<file path="src/rtl/cfg_load_pkg.sv">
// Shared types for the serial configuration loader.
// Assumes: nothing beyond IEEE 1800-2017.
package cfg_load_pkg;

    // Sequencer states of the loader
    typedef enum logic [2:0] {
        ST_IDLE,     // waiting for start or readback request
        ST_PROG,     // target held in reset, waiting for INIT low
        ST_HOLD,     // INIT seen low, reset kept for the set delay
        ST_RELEASE,  // reset released, waiting for INIT high
        ST_CHECK,    // byte boundary: count and CRC checks
        ST_FETCH,    // waiting for a stream byte
        ST_SHIFT,    // serialising one byte
        ST_FLUSH     // data high, clocking until DONE
    } ld_state_e;

endpackage

</file>
<file path="src/rtl/cfg_wait_timer.sv">
// Shared wait counter for the loader: a single saturating counter that
// restarts on every sequencer state change. It reports the timeout
// limit when the caller is in a state that watches for it, and it reports
// the reset-hold delay.
// Assumes: 1 <= DELAY_CYC < LIMIT_CYC, LIMIT_CYC >= 2.
module cfg_wait_timer #(
    parameter int LIMIT_CYC = 1250000,
    parameter int DELAY_CYC = 16
) (
    input  logic clk,
    input  logic rst_n,
    input  logic restart_i,
    input  logic watch_i,
    output logic expired_o,
    output logic delay_hit_o
);
    localparam int CW = $clog2(LIMIT_CYC + 1);
    localparam logic [CW-1:0] LAST  = CW'(LIMIT_CYC - 1);
    localparam logic [CW-1:0] DLAST = CW'(DELAY_CYC - 1);

    logic [CW-1:0] cnt_q;

    // Count cycles spent in the current state, saturating at the limit
    always_ff @(posedge clk) begin
        if (!rst_n || restart_i) begin
            cnt_q <= '0;
        end else if (cnt_q != LAST) begin
            cnt_q <= cnt_q + 1'b1;
        end
    end

    assign expired_o   = watch_i && (cnt_q == LAST);
    assign delay_hit_o = (cnt_q == DLAST);

    // R8 (and R2, R3): a fresh wait can never expire on its first cycle
    a_r8_no_instant_expiry: assert property (@(posedge clk) disable iff (!rst_n)
        restart_i |=> !expired_o);

endmodule

</file>
<file path="src/rtl/cfg_bit_serializer.sv">
// Serial output stage: shifts one byte out MSB first on the configuration
// clock and, in flush mode, keeps the clock running with data held high.
// The clock idles low after clear; a byte starts with a low phase, and the
// data only changes at the falling edge. After the eighth bit the clock
// stays high until the next load or flush toggle.
// Assumes: load_i only while not busy; clear_i wins over everything.
module cfg_bit_serializer #(
    parameter int HALF_CYC = 4
) (
    input  logic       clk,
    input  logic       rst_n,
    input  logic       clear_i,
    input  logic       load_i,
    input  logic [7:0] byte_i,
    input  logic       flush_i,
    output logic       byte_done_o,
    output logic       cclk_o,
    output logic       din_o
);
    localparam int HW = $clog2(HALF_CYC + 1);
    localparam logic [HW-1:0] HLAST = HW'(HALF_CYC - 1);

    logic [7:0]    sh_q;
    logic [HW-1:0] hcnt_q;
    logic [2:0]    bit_q;
    logic          act_q;
    logic          hi_q;
    logic          cclk_q;
    logic          tick;

    assign tick = (hcnt_q == HLAST);

    // Half-period pacing, bit sequencing and flush clocking
    always_ff @(posedge clk) begin
        if (!rst_n || clear_i) begin
            sh_q   <= '0;
            hcnt_q <= '0;
            bit_q  <= '0;
            act_q  <= 1'b0;
            hi_q   <= 1'b0;
            cclk_q <= 1'b0;
        end else if (load_i) begin
            sh_q   <= byte_i;
            hcnt_q <= '0;
            bit_q  <= '0;
            act_q  <= 1'b1;
            hi_q   <= 1'b0;
            cclk_q <= 1'b0;
        end else if (act_q) begin
            if (tick) begin
                hcnt_q <= '0;
                if (!hi_q) begin
                    hi_q   <= 1'b1;
                    cclk_q <= 1'b1;
                end else if (bit_q == 3'd7) begin
                    act_q <= 1'b0;
                end else begin
                    bit_q  <= bit_q + 3'd1;
                    sh_q   <= {sh_q[6:0], 1'b0};
                    hi_q   <= 1'b0;
                    cclk_q <= 1'b0;
                end
            end else begin
                hcnt_q <= hcnt_q + 1'b1;
            end
        end else if (flush_i) begin
            if (tick) begin
                hcnt_q <= '0;
                cclk_q <= ~cclk_q;
            end else begin
                hcnt_q <= hcnt_q + 1'b1;
            end
            if (!cclk_q || tick) begin
                sh_q <= 8'hFF;
            end
        end
    end

    assign byte_done_o = act_q && hi_q && tick && (bit_q == 3'd7);
    assign cclk_o      = cclk_q;
    assign din_o       = sh_q[7];

    // data may not move while the clock stays high
    a_r4_din_steady_high: assert property (@(posedge clk) disable iff (!rst_n)
        (cclk_o && $past(cclk_o)) |-> $stable(din_o));

    // once flushing with the clock low, the data line is high
    a_r7_flush_data_high: assert property (@(posedge clk) disable iff (!rst_n)
        (flush_i && !clear_i && !cclk_o) |=> (din_o || !flush_i));

endmodule

</file>
<file path="src/rtl/cfg_serial_loader.sv">
// Slave-serial configuration loader (top). Sequences the target reset and
// INIT handshake, pulls bytes from a valid/ready stream, serialises them,
// checks INIT for a CRC error at each byte boundary and clocks the target
// until DONE. Readback requests are refused. One result pulse per run.
// Assumes: target pins are already synchronous to clk; start_i and
// readback_i are honoured only while idle.
module cfg_serial_loader
    import cfg_load_pkg::*;
#(
    parameter int LEN_W          = 16,
    parameter int HALF_CYC       = 4,
    parameter int TIMEOUT_CYC    = 1250000,
    parameter int PROG_DELAY_CYC = 16
) (
    input  logic             clk,
    input  logic             rst_n,
    input  logic             start_i,
    input  logic             readback_i,
    input  logic [LEN_W-1:0] length_i,
    input  logic [7:0]       s_data_i,
    input  logic             s_valid_i,
    output logic             s_ready_o,
    output logic             cfg_prog_o,
    output logic             cfg_cclk_o,
    output logic             cfg_din_o,
    input  logic             cfg_init_n_i,
    input  logic             cfg_done_i,
    output logic             done_o,
    output logic             fail_o,
    output logic             crc_err_o
);
    ld_state_e        st_q, st_d;
    logic [LEN_W-1:0] len_q, cnt_q;
    logic             done_q, fail_q, crc_q;
    logic             p_done, p_fail, p_crc;
    logic             ser_load, byte_done;
    logic             tmo_exp, delay_hit, tmo_watch;

    assign tmo_watch = (st_q == ST_PROG) || (st_q == ST_RELEASE) || (st_q == ST_FLUSH);

    // Next-state and result selection for the load sequence
    always_comb begin
        st_d     = st_q;
        p_done   = 1'b0;
        p_fail   = 1'b0;
        p_crc    = 1'b0;
        ser_load = 1'b0;
        case (st_q)
            ST_IDLE: begin
                if (readback_i)   p_fail = 1'b1;
                else if (start_i) st_d = ST_PROG;
            end
            ST_PROG: begin
                if (!cfg_init_n_i) begin
                    st_d = ST_HOLD;
                end else if (tmo_exp) begin
                    p_fail = 1'b1;
                    st_d   = ST_IDLE;
                end
            end
            ST_HOLD: begin
                if (delay_hit) st_d = ST_RELEASE;
            end
            ST_RELEASE: begin
                if (cfg_init_n_i) begin
                    st_d = ST_CHECK;
                end else if (tmo_exp) begin
                    p_fail = 1'b1;
                    st_d   = ST_IDLE;
                end
            end
            ST_CHECK: begin
                if (cnt_q == len_q) begin
                    st_d = ST_FLUSH;
                end else if (!cfg_init_n_i && !cfg_done_i) begin
                    p_crc = 1'b1;
                    st_d  = ST_IDLE;
                end else begin
                    st_d = ST_FETCH;
                end
            end
            ST_FETCH: begin
                if (s_valid_i) begin
                    ser_load = 1'b1;
                    st_d     = ST_SHIFT;
                end
            end
            ST_SHIFT: begin
                if (byte_done) st_d = ST_CHECK;
            end
            ST_FLUSH: begin
                if (cfg_done_i) begin
                    p_done = 1'b1;
                    st_d   = ST_IDLE;
                end else if (tmo_exp) begin
                    p_fail = 1'b1;
                    st_d   = ST_IDLE;
                end
            end
            default: st_d = ST_IDLE;
        endcase
    end

    // State, latched length, byte counter and registered result pulses
    always_ff @(posedge clk) begin
        if (!rst_n) begin
            st_q   <= ST_IDLE;
            len_q  <= '0;
            cnt_q  <= '0;
            done_q <= 1'b0;
            fail_q <= 1'b0;
            crc_q  <= 1'b0;
        end else begin
            st_q   <= st_d;
            done_q <= p_done;
            fail_q <= p_fail;
            crc_q  <= p_crc;
            if (st_q == ST_IDLE && start_i && !readback_i) begin
                len_q <= length_i;
                cnt_q <= '0;
            end else if (ser_load) begin
                cnt_q <= cnt_q + 1'b1;
            end
        end
    end

    cfg_wait_timer #(
        .LIMIT_CYC (TIMEOUT_CYC),
        .DELAY_CYC (PROG_DELAY_CYC)
    ) u_timer (
        .clk         (clk),
        .rst_n       (rst_n),
        .restart_i   (st_d != st_q),
        .watch_i     (tmo_watch),
        .expired_o   (tmo_exp),
        .delay_hit_o (delay_hit)
    );

    cfg_bit_serializer #(
        .HALF_CYC (HALF_CYC)
    ) u_ser (
        .clk         (clk),
        .rst_n       (rst_n),
        .clear_i     (st_q == ST_IDLE),
        .load_i      (ser_load),
        .byte_i      (s_data_i),
        .flush_i     (st_q == ST_FLUSH),
        .byte_done_o (byte_done),
        .cclk_o      (cfg_cclk_o),
        .din_o       (cfg_din_o)
    );

    assign s_ready_o  = (st_q == ST_FETCH);
    assign cfg_prog_o = (st_q == ST_PROG) || (st_q == ST_HOLD);
    assign done_o     = done_q;
    assign fail_o     = fail_q;
    assign crc_err_o  = crc_q;

    // result pulses never overlap
    a_r10_pulse_exclusive: assert property (@(posedge clk) disable iff (!rst_n)
        $onehot0({done_o, fail_o, crc_err_o}));

    // done is a single-cycle pulse
    a_r10_done_single: assert property (@(posedge clk) disable iff (!rst_n)
        done_o |=> !done_o);

    // a result leaves the target out of reset and the stream closed
    a_r1_quiet_on_result: assert property (@(posedge clk) disable iff (!rst_n)
        (done_o || fail_o || crc_err_o) |-> (!cfg_prog_o && !s_ready_o));

    // bytes are only accepted with the target out of reset
    a_r5_ready_released: assert property (@(posedge clk) disable iff (!rst_n)
        s_ready_o |-> !cfg_prog_o);

    // a CRC pulse follows INIT low with DONE low
    a_r6_crc_cause: assert property (@(posedge clk) disable iff (!rst_n)
        crc_err_o |-> $past(!cfg_init_n_i && !cfg_done_i));

    // completion follows DONE seen high
    a_r7_done_cause: assert property (@(posedge clk) disable iff (!rst_n)
        done_o |-> $past(cfg_done_i));

    // readback in idle is refused on the next cycle
    a_r9_readback_reject: assert property (@(posedge clk) disable iff (!rst_n)
        (st_q == ST_IDLE && readback_i) |=> fail_o);

endmodule

</file>
<file path="config.mk">
export PLATFORM = sky130hd
export DESIGN_NAME = cfg_serial_loader
export DESIGN_NICKNAME = d
export VERILOG_FILES = /design/src/rtl/cfg_load_pkg.sv /design/src/rtl/cfg_wait_timer.sv /design/src/rtl/cfg_bit_serializer.sv /design/src/rtl/cfg_serial_loader.sv
export SDC_FILE = /design/constraint.sdc
export NUM_CORES = 1
export LEC_CHECK = 0
export BUFFER_PORTS_ARGS = -buffer_cell sky130_fd_sc_hd__buf_2
export CAP_MARGIN = 20
export CELL_PAD_IN_SITES_DETAIL_PLACEMENT = 0
export CELL_PAD_IN_SITES_GLOBAL_PLACEMENT = 1
export CORE_AREA = 4 4 119 121
export CTS_CLUSTER_DIAMETER = 60
export DETAILED_ROUTE_END_ITERATION = 7
export DIE_AREA = 0 0 123 125
export GPL_ROUTABILITY_DRIVEN = 0
export PLACE_DENSITY_LB_ADDON = 0.12
export SLEW_MARGIN = 20
export SYNTH_ARGS = -nofsm -noshare
export SYNTH_HDL_FRONTEND = slang
export SYNTH_HIERARCHICAL = 1
export SYNTH_SLANG_ARGS = --single-unit
</file>
<file path="constraint.sdc">
create_clock -name clk -period 7.8 [get_ports clk]
set_clock_uncertainty 0.1 [all_clocks]
set_input_delay 0.78 -clock clk [delete_from_list [all_inputs] [get_ports clk]]
set_output_delay 0.78 -clock clk [all_outputs]
set_load 0.01 [all_outputs]
</file>
==> results.toml, run 1 <==
[clock_tree]
htree_levels = 3
hold_buffers = 0
cts_tree = "yes"
cts_made_buffers = 9
clock-sinks = 76
insertion_delay_ns = 0.33
root_buffer = "clkbuf_16"
clockBufferDepth = 2
cts.repair.resized = 0
clk_pin_slew_worst_paths_ns = 0.06
postCtsSetupRepairBufs = 0

[setup_path]
crit_required_ns = 7.93
path_class = "reg -> reg"
r2r_start = "st_q[2]"
crit_fanout = 22
end_kind = "flip-flop"
reg2reg_slack_ns = 4.86
worst_r2r_endpoint = "u_timer/cnt_q[3]"
start_kind = "flip-flop"
cp-startpoint = "st_q[2]"
reg2reg_depth = 8
arrival_ns = 3.07

[power_and_ir_drop]
p_leak_uw = 0.00148
p_clk_share_pct = 47.7
powerDensity_nw_per_um2 = 196
vdd_drop_max_v = 0.000113
netSwitchingPower_uw = 199
switching_share_pct = 22.9
combPwrFrac_pct = 5.9
p_seq_share_pct = 46.4
intPower_uw = 669

[place]
hpwl_um = 6720
port_buffers = 37

[die]
fp.dieW_um = 123
rows = 42
core_area_um2 = 13100
io_pins = 38
start_util_pct = 29.5
dieHeight_um = 125
dieArea_um2 = 15400

[timing]
slew_viol_final = 0
setup_viol = 0
final.setup.tns_ns = 0
slew_headroom_pct = 51.6
rsz0062_at_grt = "false"
fin_crit_ns = 2.94
whs_ns = 0.338
post-route-period-util_pct = 37.7
final_hold_viol_count = 0
max_freq_mhz = 340
tightest_slew_ns = 0.723

[drt]
vias = 3261
wire_per_inst_um = 14.0
dr.pass1.iters = 4
dr.first_iter.drc_count = 200
wl_um = 9360
via_per_inst = 4.87
ant_nets = 0
drc_errors = 0

[logic_synthesis]
synth_ff_type = "dfxtp_1"
synthDistinctLibCells = 53
synth_edf_count = 0
ys_async_sr_fraction_pct = 0
avgSynthCellArea_um2 = 8.35
synth-seq-cells = 76
yosysSeqAreaShare_pct = 39.4
synthTopCellsByArea = "dfxtp_1 39%, xnor2_1 7.3%, nand2_1 5.3%, a21oi_1 4.3%, a21boi_0 3.5%"
synth_top_cell_by_area = "dfxtp_1"
syn_inst = 462
synth_nets = 498
yosysWarnings = 6
synth_top_area_share_pct = 39.4
syn_area_um2 = 3860

[global_route]
antenna_found_initial = 0
grt.total_usage_pct = 12.9
grt_max_degree = 31
grt_pass1_vias = 3087
grt_pass1_wl_um = 15800
grt.overflow.total = 0

[finish]
drive_gt1_share_pct = 13.6
nNetsFinal = 525
layout-area-overhead-vs-synth_pct = 15.0
antenna_cells = 0
nFillCells = 1394

[run]
max_cap_viol_count = 0

[min_path]
hold_path_startpoint = "u_ser/hcnt_q[2]"
hold_class = "reg -> reg"
holdPathStages = 2
min_to = "u_ser/hcnt_q[2]"

[outcome]
outcome = "completed"
cell families after synthesis:
kind of cell               share of synthesized area [%]
and+or+nand+nor                                     30.2
AOI/OAI and AO/OA                                   14.3
DFF                                                 39.4
buffers and inverters                               4.93
xor gates and xnor gates                            8.17
muxes                                               1.30
adders and majority gates                           1.62
state kept, by name, summed over array words and instances, names as in the netlist:
| name | cells |
|---|---|
| cnt_q | 16 |
| crc_err_o | 1 |
| done_o | 1 |
| fail_o | 1 |
| len_q | 16 |
| st_q | 3 |
| u_ser/act_q | 1 |
| u_ser/bit_q | 3 |
| u_ser/cclk_o | 1 |
| u_ser/hcnt_q | 3 |
| u_ser/hi_q | 1 |
| u_ser/sh_q | 8 |
| u_timer/cnt_q | 21 |
metrics by stage:
| step | std cells | power (uW) | util [%] | setup slack (ns) | instance area [um^2] |
|---|---|---|---|---|---|
| after CTS | 669 | 886 | 33.9 | 4.84 | 4440 |
| after global placement | 654 | 464 | 31.7 | 4.93 | 4140 |
| final | 669 | 867 | 33.9 | 4.86 | 4440 |
| after detailed placement | 654 | 465 | 31.7 | 4.85 | 4140 |
| after floorplan | 462 | 444 | - | 5.33 | 3860 |
| after global routing | 669 | 907 | 33.9 | 4.52 | 4440 |
cell type report:
| class | instances | area [um^2] | area share (%) |
|---|---|---|---|
| timing repair buffer | 38 | 193 | 4.34 |
| multi-input combinational | 347 | 2150 | 48.4 |
| sequential | 76 | 1520 | 34.3 |
| inverter | 17 | 63.8 | 1.44 |
| clock inverter | 5 | 52.6 | 1.18 |
| tap | 176 | 220 | 4.96 |
| clock buffer | 10 | 239 | 5.39 |
cell usage after synthesis, drive strengths merged, types with 7 or more instances:
cell	number
dfxtp	76
nand2	54
a21oi	35
nor2	33
xnor2	32
nor3	25
o21ai	20
a21boi	18
nand3	18
inv	17
or3	15
buf	13
nand4	12
nor4	12
and3	11
clkbuf	9
a221oi	7
power by group through the flow:
stage | logic, uW | clock network, uW | registers (uW)
after floorplan | 36.5 | 0 | 408
after global placement | 52.8 | 0 | 411
after detailed placement | 53.3 | 0 | 411
after CTS | 53.4 | 430 | 403
after global routing | 59.6 | 444 | 404
final | 51.5 | 413 | 403
cells in the final DEF, fill, tap and decap left out, types with 5 or more instances in the layout:
master	synthesis	layout
xnor2_1	32	32
and3_1	11	11
buf_2	7	37
nor4_1	11	11
mux2i_1	5	5
nand2_1	54	54
dfxtp_1	76	76
a21oi_1	33	33
o21ai_0	20	20
inv_1	17	17
or3_1	14	14
a21boi_0	18	18
nand3_1	17	17
ha_1	5	5
nor2_1	33	33
nand4_1	9	9
clkbuf_16	0	9
nor3_1	24	24
a221oi_1	7	7
worst max-delay path, stage by stage, from the launching register on:
cell and delay, ns:
dfxtp_1 0.67, nand2_1 0.23, and2_1 0.20, and3_1 0.18, o21ai_0 0.27, o221ai_1 0.19
or2b_2 0.50, or3_1 0.40, o311ai_0 0.08
worst max path at each step:
stage	end	slack, ns
floorplan	u_timer/cnt_q[3]	5.33
global placement	u_timer/cnt_q[3]	4.93
detailed placement	u_timer/cnt_q[3]	4.85
CTS	u_timer/cnt_q[3]	4.84
global route	u_timer/cnt_q[3]	4.52
finish	u_timer/cnt_q[3]	4.86
per-layer routing:
layer	global-route usage [%]	vias up	routed length, um
met5	0	-	0
met4	3.13	0	104
met3	4.25	6	363
met2	20.4	42	4410
met1	17.2	1527	4480
li1	-	1686	-
(Power assumes the default switching activity.)
==> inputs of run 2 (changes only) <==
- clock period: 7.8 -> 2.6 ns (I/O delays scaled with it)
==> run 2 against run 1 <==
Compared with the run above:
- combinational power rose to 3.5 times the previous value
- critical path depth rose by 3
- sequential cell count did not move
- highest routed layer unchanged
==> results.toml, run 2 (synthesis gave the netlist of run 1 again) <==
[outcome]
outcome = "completed"

[run]
max_cap_viol_count = 0

[clock_tree]
clock-sinks = 76
htree_levels = 3
clk_pin_slew_worst_paths_ns = 0.06
insertion_delay_ns = 0.34
root_buffer = "clkbuf_16"
cts_tree = "yes"
postCtsSetupRepairBufs = 0
clockBufferDepth = 2
cts_made_buffers = 9

[setup_path]
worst_r2r_endpoint = "u_timer/cnt_q[3]"
end_kind = "flip-flop"
reg2reg_depth = 11
cp-startpoint = "u_timer/cnt_q[0]"
crit_fanout = 6
crit_required_ns = 2.74
reg2reg_slack_ns = 0.09
r2r_start = "u_timer/cnt_q[0]"
critPathSlowestCell = "or3_1"
cpPeakStageDelay_ns = 0.34
crit_chain = "ha_1 -> and3_1 -> and4_4 -> and3_1 -> a21oi_1 -> nor3_1 -> a21oi_1 -> o221ai_2 -> or2b_4 -> or3_1 -> o311ai_0"
start_kind = "flip-flop"
path_class = "reg -> reg"
arrival_ns = 2.65

[power_and_ir_drop]
powerDensity_nw_per_um2 = 549
p_leak_uw = 0.00159
vdd_drop_max_v = 0.000269
p_total_uw = 2530

[timing]
rsz0062_at_grt = "false"
final.setup.tns_ns = 0
postLayoutSetupSlackWorst_ns = 0.0905
tightest_slew_ns = 0.598
slew_viol_final = 0
final_hold_viol_count = 0
max_freq_mhz = 398
setup_viol = 0
slew_headroom_pct = 59.8
fin_crit_ns = 2.51
post-route-period-util_pct = 96.5

[finish]
antenna_cells = 0
drive_gt1_share_pct = 17.4
final_cell_mix = "76 x dfxtp_1, 54 x nand2_1, 37 x buf_2"
layout-area-overhead-vs-synth_pct = 19.4
layout_commonest_cell = "dfxtp_1"
largest_reg_flops = 21
final_area_um2 = 4610
largest-register = "u_timer/cnt_q"
top_regs = "u_timer/cnt_q x21, cnt_q x16, len_q x16"
nNetsFinal = 548
final_core_util_pct = 35.2

[place]
port_buffers = 37
hpwl_um = 6990
place_area_um2 = 4320
preCtsSetupSlack_ns = -0.00989

[drt]
drc_errors = 0
vias = 3318
dr.pass1.iters = 4
dr.first_iter.drc_count = 218
wl_um = 9550
via_per_inst = 4.79
wire_per_inst_um = 13.8
ant_nets = 0

[die]
dieHeight_um = 125
start_util_pct = 29.5
rows = 42
dieArea_um2 = 15400
core_area_um2 = 13100
io_pins = 38
fp.dieW_um = 123

[global_route]
grt_pass1_wl_um = 15900
antenna_found_initial = 0
grt.overflow.total = 0
grt_max_degree = 28
grt.total_usage_pct = 13.0
grt_pass1_vias = 3245

[min_path]
hold_path_startpoint = "length_i[5]"
holdPathStages = 3
hold_class = "in -> reg"
min_to = "len_q[5]"
==> run 2: critical path, delay by kind of cell, from the launching register on <==
| family | cells | cell delay [ns] |
|---|---|---|
| adder cells (fa/ha/maj) | 1 | 0.21 |
| AO/OA/AOI/OAI | 4 | 0.51 |
| AND/OR/NAND/NOR | 6 | 1.25 |
| flip-flops | 1 | 0.32 |
==> run 2: timing repair <==
item | 4_1_cts | 5_1_grt
resized for setup | 1 | 5
hold endpoints to repair | 0 | 0
setup endpoints to repair | 1 | 3
hold buffers | 0 | 0
==> run 2: how the worst max path moves through the flow <==
stage / endpoint / slack (ns) / cells past startpoint
CTS: u_timer/cnt_q[2] / 0.02 / 9
global route: u_timer/cnt_q[3] / 0.005 / 11
detailed placement: u_timer/cnt_q[3] / -0.01 / 11
global placement: u_timer/cnt_q[3] / 0.05 / 11
floorplan: u_timer/cnt_q[3] / 0.13 / 11
finish: u_timer/cnt_q[3] / 0.09 / 11
==> run 2: per-layer routing <==
metal / global-route usage (%) / vias to the layer above / routed length (um)
met5: 0 / - / 0
met4: 5.08 / 0 / 175
met3: 3.43 / 11 / 309
met2: 20.7 / 47 / 4410
met1: 16.7 / 1520 / 4660
li1: - / 1740 / -
==> run 2: metrics by stage <==
| stage | cells | hold slack (ns) |
|---|---|---|
| 2_1_floorplan | 462 | 0.237 |
| 6_report | 693 | 0.0632 |
| 4_1_cts | 693 | 0.0511 |
| 3_5_place_dp | 677 | 0.333 |
| 3_3_place_gp | 677 | 0.327 |
| 5_1_grt | 693 | 0.0653 |
==> run 2: cell type report <==
type                            count  area [um^2]
Fill cell                        1390         8480
Tap cell                          176          220
Clock inverter                      1         7.51
Inverter                           17         63.8
Timing Repair Buffer               61          365
Clock buffer                       15          258
Sequential cell                    76         1520
Multi-Input combinational cell    347         2170
==> run 2: power by group <==
group	internal, uW	switching (uW)	total (uW)
sequential	1190	15.8	1200
combinational	77.3	103	180
clock	674	471	1150
==> inputs of run 3 (changes only) <==
- CORE_AREA: 4 4 119 121 -> 4 4 121 123
- DIE_AREA: 0 0 123 125 -> 0 0 125 127
- SYNTH_HIERARCHICAL: 1 -> default
==> run 3 against run 2 <==
Compared with the run above:
- global-route usage is essentially flat
- largest cell class unchanged
- highest routed layer unchanged
- utilization shrank 1.0 points
- total power shrank 0.30%
==> results.toml, run 3 <==
[power_and_ir_drop]
p_seq_share_pct = 47.6
combPwrFrac_pct = 7.4
p_leak_uw = 0.00149
switching_share_pct = 24.6
powerDensity_nw_per_um2 = 539
netSwitchingPower_uw = 620
vdd_drop_max_v = 0.000437
intPower_uw = 1900
p_clk_share_pct = 45.0

[logic_synthesis]
synth.most_common_cell = "dfxtp_1"
synth-seq-cells = 76
syn_area_um2 = 4010
ys_async_sr_fraction_pct = 0
syn_inst = 467
synth_commonest_cells = "76 x dfxtp_1, 65 x nand2_1, 37 x xnor2_1"
synth_top_cell_by_area = "dfxtp_1"
synthDistinctLibCells = 51
synth_edf_count = 0
synth_top_area_share_pct = 37.9
yosysSeqAreaShare_pct = 37.9
synthTopCellsByArea = "dfxtp_1 38%, xnor2_1 8.1%, nor4_2 6.6%, nand2_1 6.1%, a21oi_1 3.5%"
synth_ff_type = "dfxtp_1"
yosysWarnings = 0
synth_nets = 503
avgSynthCellArea_um2 = 8.59

[timing]
postLayoutSetupSlackWorst_ns = 0.407
fin_crit_ns = 2.19
rsz0062_at_grt = "false"
slew_headroom_pct = 58.9
setup_viol = 0
final.setup.tns_ns = 0
tightest_slew_ns = 0.611
slew_viol_final = 0
post-route-period-util_pct = 84.3
final_hold_viol_count = 0
max_freq_mhz = 456

[clock_tree]
root_buffer = "clkbuf_16"
cts_tree = "yes"
clock-sinks = 76
clk_pin_slew_worst_paths_ns = 0.06
postCtsSetupRepairBufs = 0
hold_buffers = 0
clockBufferDepth = 2
cts.repair.resized = 0
insertion_delay_ns = 0.34
cts_made_buffers = 9
htree_levels = 3

[outcome]
outcome = "completed"

[global_route]
grt_pass1_vias = 3300
met3_usage_pct = 4.18
grt_max_degree = 23
met2_usage_pct = 20.3
grt.total_usage_pct = 13.0
antenna_found_initial = 0
grt.busiest_layer = "met2"
grt.overflow.total = 0
grt_pass1_wl_um = 16800
grt_use_met1_pct = 17.3

[drt]
drc_errors = 0
wire_per_inst_um = 14.6
dr.pass1.iters = 4
vias = 3339
dr.first_iter.drc_count = 196
wl_um = 10000
ant_nets = 0
via_per_inst = 4.86

[finish]
largest-register = "u_timer.cnt_q"
top_regs = "u_timer.cnt_q x21, cnt_q x16, len_q x16"
antenna_cells = 0
layout_commonest_cell = "dfxtp_1"
largest_reg_flops = 21
drive_gt1_share_pct = 19.5
final_cell_mix = "76 x dfxtp_1, 65 x nand2_1, 37 x xnor2_1, 37 x buf_2, 33 x nor2_1"
final_core_util_pct = 34.2
nNetsFinal = 538
layout-area-overhead-vs-synth_pct = 16.5
final_cell_count_no_fill = 687

[setup_path]
crit_fanout = 22
start_kind = "flip-flop"
end_kind = "flip-flop"
arrival_ns = 2.34
path_class = "reg -> reg"
reg2reg_slack_ns = 0.41
crit_required_ns = 2.75

[place]
hpwl_um = 7080
port_buffers = 37
preCtsSetupSlack_ns = 0.431
place_inst = 671

[die]
core_area_um2 = 13700
dieHeight_um = 127
start_util_pct = 29.3
fp.dieW_um = 125
dieArea_um2 = 15900
io_pins = 38
rows = 43

[run]
max_cap_viol_count = 0

[min_path]
hold_class = "in -> reg"
## run 3: metal layers
metal	wire [um]	share of wire, %	up-vias
met5	0	0	-
met4	116	1.2	0
met3	335	3.3	8
met2	4610	46	36
met1	4970	50	1573
li1	-	-	1722
## run 3: through the flow
stage	power, uW	instance area, um^2	hold slack, ns
4_1_cts	2580	4670	0.0436
2_1_floorplan	1340	4010	0.274
5_1_grt	2640	4670	0.0534
3_3_place_gp	1410	4400	0.371
6_report	2520	4670	0.0591
3_5_place_dp	1410	4400	0.373
## run 3: path summary, 6_finish.rpt
path	from	endpoint	cells after the start
min	s_data_i[3]	u_ser.sh_q[3]	3
min reg2reg	u_ser.hcnt_q[2]	u_ser.hcnt_q[2]	2
max reg2reg	st_q[1]	u_timer.cnt_q[12]	6
max	st_q[1]	u_timer.cnt_q[12]	6
## run 3: power groups by stage
stage	Sequential, uW	Combinational [uW]	Clock, uW
after global placement	1220	188	0
after floorplan	1220	122	0
after detailed placement	1220	189	0
after CTS	1200	190	1190
final	1200	186	1130
after global routing	1200	207	1240
## run 3: worst max-delay path, cell delays in order (launching register included)
cell and delay [ns]:
dfxtp_1 0.66, nand2b_1 0.26, nor2_1 0.12, a221oi_2 0.26
a21bo_2 0.27, buf_12 0.17, nor4_2 0.26
## run 3: kinds of logic after synthesis
| logic type | Yosys count | synth area share (%) |
|---|---|---|
| and+or+nand+nor | 214 | 30.9 |
| AOI/OAI and AO/OA | 85 | 13.6 |
| DFF | 76 | 37.9 |
| xor gates and xnor gates | 47 | 10.3 |
| buffers and inverters | 37 | 4.99 |
| adders and majority gates | 5 | 1.56 |
| muxes | 3 | 0.749 |
## run 3: final cells by class
class / instances / area [um^2]
clock buffers: 9 / 225
clock inverters: 7 / 43.8
fillers: 1468 / 8990
inverters: 9 / 33.8
multi-input cells: 354 / 2290
flip-flops and latches: 76 / 1520
well taps: 180 / 225
repair buffers: 52 / 335
